[src/rtl/step_ctrl.sv]
module step_ctrl #(
  parameter int DEB_CYCLES = 500000,
  localparam int CNT_W = (DEB_CYCLES > 1) ? $clog2(DEB_CYCLES) : 1
) (
  input  logic       clk,
  input  logic       rst,
  input  logic       up_btn,
  input  logic       dn_btn,
  output logic [1:0] pos
);

  localparam logic [CNT_W-1:0] LAST = CNT_W'(DEB_CYCLES - 1);

  logic [1:0] raw;
  logic [1:0] meta, sync, level, level_d, pulse;
  logic up_pulse, dn_pulse;

  assign raw = {dn_btn, up_btn};

  for (genvar b = 0; b < 2; b++) begin : g_btn
    logic [CNT_W-1:0] cnt;

    always_ff @(posedge clk) begin
      if (rst) begin
        meta[b]    <= 1'b0;
        sync[b]    <= 1'b0;
        level[b]   <= 1'b0;
        level_d[b] <= 1'b0;
        cnt        <= '0;
      end else begin
        meta[b]    <= raw[b];
        sync[b]    <= meta[b];
        level_d[b] <= level[b];
        if (sync[b] == level[b]) begin
          cnt <= '0;
        end else if (cnt == LAST) begin
          level[b] <= sync[b];
          cnt      <= '0;
        end else begin
          cnt <= cnt + 1'b1;
        end
      end
    end

    assign pulse[b] = level[b] & ~level_d[b];
  end

  assign up_pulse = pulse[0];
  assign dn_pulse = pulse[1];

  always_ff @(posedge clk) begin
    if (rst)
      pos <= 2'd0;
    else if (up_pulse) begin
      if (pos != 2'd3) pos <= pos + 2'd1;
    end else if (dn_pulse) begin
      if (pos != 2'd0) pos <= pos - 2'd1;
    end
  end

endmodule

[config.mk]
export PLATFORM = sky130hd
export DESIGN_NAME = step_ctrl
export DESIGN_NICKNAME = d
export VERILOG_FILES = /design/src/rtl/step_ctrl.sv
export SDC_FILE = /design/constraint.sdc
export NUM_CORES = 1
export LEC_CHECK = 0
export BUFFER_PORTS_ARGS = -buffer_cell sky130_fd_sc_hd__buf_2
export CAP_MARGIN = 10
export CORE_ASPECT_RATIO = 1.25
export CORE_MARGIN = 1.5
export CORE_UTILIZATION = 36
export DETAILED_ROUTE_END_ITERATION = 8
export GPL_TIMING_DRIVEN = 1
export HOLD_SLACK_MARGIN = 0.03
export SYNTH_ARGS = -nofsm -noshare
export SYNTH_HDL_FRONTEND = slang
export SYNTH_SLANG_ARGS = --single-unit
[constraint.sdc]
create_clock -name clk -period 3.82 [get_ports clk]
set_input_delay 0.191 -clock clk [delete_from_list [all_inputs] [get_ports clk]]
set_output_delay 0.191 -clock clk [all_outputs]
set_load 0.01 [all_outputs]
==> reports/results.tsv, run 1 <==
metric	value	unit
vias in the first global route	1548	
Avg Cell Area, Syn	8.849	um2
slew margin rel.	46.21	%
CTS tree	built	
Worst VDD drop	0.2123	mV
Worst-Margin Slew	806.7	ps
most common cell after layout, fill and taps aside	dfxtp_1	
worst slack, placed	1782	ps
Setup Viol. Count Final	0	
slowest stage delay, CP	730	ps
CTS hold repair buffers	0	
sequential-to-total area share from yosys stat	46.02	%
Max clock buf depth	2	
DRC	0	
fmax	492.9	MHz
clock period minus final worst setup slack	2029	ps
Mapped Nets	242	
wire length per cell	12.19	um
Die X	71.12	um
fin nets	248	
via count of the routed design	1575	
Post-CTS Setup Inserts	0	
clk slew on worst S/H paths	100	ps
input/output buffers	5	
leading area contributor after synthesis	dfxtp_1	
Synth Cell Area	2088	um2
clk_lat worst skew	310	ps
Slowest cell on crit path	o21ai_2	
synth top area cells	dfxtp_1 46%, xnor2_1 8.4%, nor2_1 7.2%	
GP Congestion	0.7606	
final critical-path share of the clock period	53.11	%
outcome	finished, final reports clean	
die area	6269	um2
async set or reset register ratio after synthesis	0	%
site row count	30	
Routed WL	3.743	mm
Hold Startpoint	up_btn	
Post-synth EDFFs	0	
Worst Hold Class	in -> reg	
critical path class	reg -> reg	
Yosys reg bits	48	
number of inserted diodes	0	
antenna violations before repair	0	
reg-to-reg slack, setup	1790	ps
crit end category	flop	
crit path from	g_btn[0].cnt[0]$_SDFF_PP0_	
Initial Utilization	37.85	%
Slew Viols, Final	0	
DRT Pass-1 Iters	4	
total congestion overflow	0	
CP Max Fanout	17	
library cells used by synthesis	37	
Resize count post-CTS	0	
Total GRT Usage	13.87	%
area grow syn2layout	9.227	%
area of the core	5518	um2
setup_tns	0	ps
Crit path required time	3990	ps
clk root buf	clkbuf_8	
RR Startpoint	g_btn[0].cnt[0]$_SDFF_PP0_	
largest net degree at the start of global routing	20	
crit-path cells	ha_1 > nand4_1 > o21ai_2 > nor2_1	
post-route setup slack	1791	ps
skew final	14.19	ps
via density per instance	5.130	
final-layout fill cell count	577	
max-cap violation count	0	
H-tree levels	2	
unrepaired setup endpoints after global routing	no	
Detailed Place HPWL	2.539	mm
Setup crit start kind	flop	
Iter 0 DRT Violations	44	
Worst EP arrival	2200	ps
num ports	6	
Leak	0.6862	nW
# clock sinks	48	
Hold Fails Final Rpt	0	
ys flop type	dfxtp_1	
global-route wire length before repair	6.906	mm
most frequent cells in the layout	48 x dfxtp_1, 40 x nor2_1, 20 x xnor2_1	
top cell type's share of synthesized area	46.02	%
DIE HEIGHT	88.15	um
power per cell area	390.3	nW/um2
YS warnings	0	
post-route antenna net violation count	0	
layout cells sized above 1	8.642	%
cell count after synthesis	236	
total CTS buffers	5	
==> Yosys cell counts (all sizes together), types with 2 or more instances <==
cell type / n
nor2: 40
ha: 2
nor2b: 9
nor4: 7
and3: 5
and4: 3
or3: 4
inv: 8
a21oi: 9
nor4b: 2
o21ai: 8
nand3: 12
buf: 4
clkbuf: 2
nand4: 13
nor3: 9
nor3b: 2
or2: 2
dfxtp: 48
xnor2: 20
nand2: 8
xor2: 10
==> sequential cells by signal, summed over array words and instances, names as in the netlist <==
name       flops
sync           2
g_btn.cnt     38
level          2
meta           2
level_d        2
pos            2
==> power by group <==
group	switching, mW	total [mW]	internal (mW)
Combinational	0.00648	0.00996	0.00347
Sequential	0.00150	0.504	0.503
Clock	0.179	0.376	0.197
==> stage by stage <==
step                hold slack [ps]  total power [mW]  area [um2]  cells  util, %
finish                        85.54            0.8902        2281    307    41.34
global route                  80.47            0.9263        2281    307    41.34
CTS                           86.18            0.9010        2281    307    41.34
detailed placement            411.2            0.5262        2166    299    39.25
global placement              401.1            0.5260        2166    299    39.25
floorplan                     272.9            0.5227        2088    236        -
==> per-layer routing <==
metal,GRT usage (%),share of wire [%],up-vias
met4,5.660,1.5,0
met3,3.797,2.6,4
met5,0,0,-
met1,16.14,46,728
met2,24.13,49,11
li1,-,-,832
==> critical path: cells and delay by family (launching register included) <==
kind	cells	cell delay, ps
AND/OR/NAND/NOR	2	530
adder cells (fa/ha/maj)	1	220
flip-flops	1	400
AO/OA/AOI/OAI	1	730
==> cell type report <==
type | instances | area (um2) | share of cell area [%]
well taps | 64 | 80.08 | 3.511
repair buffers | 5 | 25.02 | 1.097
multi-input cells | 174 | 1070 | 46.90
flip-flops and latches | 48 | 960.9 | 42.13
clock inverters | 3 | 46.29 | 2.030
clock buffers | 5 | 68.82 | 3.017
inverters | 8 | 30.03 | 1.317
==> cells by family after synthesis <==
family	count (synthesis)	share of synthesized area (%)
AO/OA/AOI/OAI	22	6.531
XOR/XNOR	30	12.58
adder cells (fa/ha/maj)	2	1.198
buffers and inverters	14	2.756
flip-flops	48	46.02
AND/OR/NAND/NOR	120	30.92
==> worst paths after layout <==
check                                              endpoint  cells after the start
worst max-delay path            g_btn[0].cnt[15]$_SDFF_PP0_                      4
worst min-delay path                     meta[0]$_SDFF_PP0_                      2
worst max register to register  g_btn[0].cnt[15]$_SDFF_PP0_                      4
worst min register to register           sync[1]$_SDFF_PP0_                      1
Note: power is estimated with default switching activity, not from simulation.
==> run 2: changes to the inputs <==
==> constraint.sdc (replaced) <==
create_clock -name clk -period 1.9 [get_ports clk]
set_input_delay 0.095 -clock clk [delete_from_list [all_inputs] [get_ports clk]]
set_output_delay 0.095 -clock clk [all_outputs]
set_load 0.01 [all_outputs]
==> reports/results.tsv, run 2 (synthesis results as in run 1) <==
metric	value	unit	change
outcome	finished, final reports clean		
slew margin rel.	75.36	%	+29 points
WHS	121.7	ps	+36.14 ps
global-route wire length before repair	6.203	mm	-10%
skew final	8.516	ps	-5.671 ps
CTS tree	built		
area grow syn2layout	12.22	%	
max-cap violation count	0		unchanged
DRC	0		unchanged
Slew Viols, Final	0		unchanged
total congestion overflow	0		unchanged
Routed WL	3.517	mm	-6.0%
clock power share	41.4	%	-0.9 points
Setup Viol. Count Final	0		unchanged
largest register by flop count	g_btn.cnt		
final critical-path share of the clock period	89.81	%	+37 points
die area	6269	um2	unchanged
wire length per cell	11.24	um	-7.8%
power per cell area	758.0	nW/um2	+94%
most frequent cells in the layout	48 x dfxtp_1, 40 x nor2_1, 20 x xnor2_1		
total CTS buffers	5		unchanged
Iter 0 DRT Violations	43		-2.3%
setup_tns	0	ps	unchanged
clk_lat worst skew	300	ps	about the same
logic gate share of total power	1.6	%	+0.5 points
via density per instance	5.022		-2.1%
post-route antenna net violation count	0		unchanged
Initial Utilization	37.85	%	unchanged
via count of the routed design	1572		-0.19%
clk slew on worst S/H paths	90	ps	about the same
final-layout fill cell count	558		-3.3%
fin nets	254		+2.4%
net load switching power	356.6	uW	+91%
Final Instance Area	2344	um2	+2.7%
CP Max Fanout	6		-11
num ports	6		unchanged
Die X	71.12	um	unchanged
clock period minus final worst setup slack	1706	ps	-322.5 ps
DP Area	2208	um2	+2.0%
input/output buffers	5		unchanged
clk root buf	clkbuf_8		
Resize count post-CTS	0		unchanged
total power	1.776	mW	+100%
Hold Fails Final Rpt	0		unchanged
DIE HEIGHT	88.15	um	unchanged
DRT Pass-1 Iters	4		unchanged
Worst-Margin Slew	366.6	ps	-440.2 ps
site row count	30		unchanged
H-tree levels	2		unchanged
Worst Hold Class	in -> reg		
Max clock buf depth	2		unchanged
Crit path required time	2130	ps	-1860 ps
Worst VDD drop	0.3323	mV	+57%
fmax	586.0	MHz	+19%
Largest register FFs	38		unchanged
GP Congestion	0.7385		-2.9%
internal power	1.420	mW	+100%
antenna violations before repair	0		unchanged
Leak	0.7188	nW	+4.8%
vias in the first global route	1474		-4.8%
Total GRT Usage	12.24	%	-1.6 points
Setup crit start kind	flop		
sw frac	20.08	%	-0.94 points
Reg power frac	57.0	%	+0.4 points
post-route setup slack	193.6	ps	-1597 ps
number of inserted diodes	0		unchanged
# clock sinks	48		unchanged
area of the core	5518	um2	unchanged
Detailed Place HPWL	2.491	mm	-1.9%
unrepaired setup endpoints after global routing	no		
crit end category	flop		
layout cells sized above 1	10.04	%	+1.4 points
critical path class	reg -> reg		
largest net degree at the start of global routing	20		unchanged
worst slack, placed	201.3	ps	-1581 ps
most common cell after layout, fill and taps aside	dfxtp_1		
Worst EP arrival	1940	ps	-260 ps
-- run 2: cell count changes in the layout (fill, tap and decap cells not counted) --
cell | previous run | this run
buf_4 | 0 | 3
dlygate4sd3_1 | 0 | 2
buf_12 | 0 | 1
-- run 2: power by group through the flow --
stage / clock network [mW] / registers (mW) / logic, mW
after floorplan: 0 / 1.04 / 0.0147
after global placement: 0 / 1.04 / 0.0251
after detailed placement: 0 / 1.04 / 0.0254
after CTS: 0.773 / 1.01 / 0.0286
after global routing: 0.813 / 1.01 / 0.0321
final: 0.736 / 1.01 / 0.0278
-- run 2: worst paths after layout --
path	depth (start not counted)	from	slack, ps	end
max	5	g_btn[1].cnt[0]$_SDFF_PP0_	190	g_btn[1].cnt[18]$_SDFF_PP0_
min	2	rst	120	meta[1]$_SDFF_PP0_
max reg2reg	5	g_btn[1].cnt[0]$_SDFF_PP0_	190	g_btn[1].cnt[18]$_SDFF_PP0_
min reg2reg	1	meta[1]$_SDFF_PP0_	460	sync[1]$_SDFF_PP0_
-- run 2: metrics by stage --
stage | std cells | util [%]
3_3_place_gp | 303 | 40.02
3_5_place_dp | 303 | 40.02
2_1_floorplan | 236 | -
6_report | 313 | 42.47
4_1_cts | 313 | 42.47
5_1_grt | 313 | 42.47
-- run 2: layer usage --
layer	vias to the layer above	track usage (%)	wire length, um
met3	4	2.762	65
met1	721	13.45	1621
met5	-	0	0
met4	0	5.146	50
li1	837	-	-
met2	10	22.60	1780
-- run 2: area by class of cell --
class,instances,area [um2],area share [%]
Clock buffer,5,68.82,2.936
Clock inverter,3,46.29,1.975
Inverter,8,30.03,1.281
Multi-Input combinational cell,174,1070,45.65
Sequential cell,48,960.9,41.00
Tap cell,64,80.08,3.417
Timing Repair Buffer,11,87.58,3.737
-- run 2: critical path: stages, from the launching register on --
cell	delay (ps)
dfxtp_1	390
ha_1	230
and4_1	330
nand4_1	170
or3_1	370
a21oi_1	140
-- run 2: what timing repair did --
action | in CTS | in global routing
hold endpoints to repair | 2 | 0
hold buffers | 2 | 0
setup buffers | 0 | 0
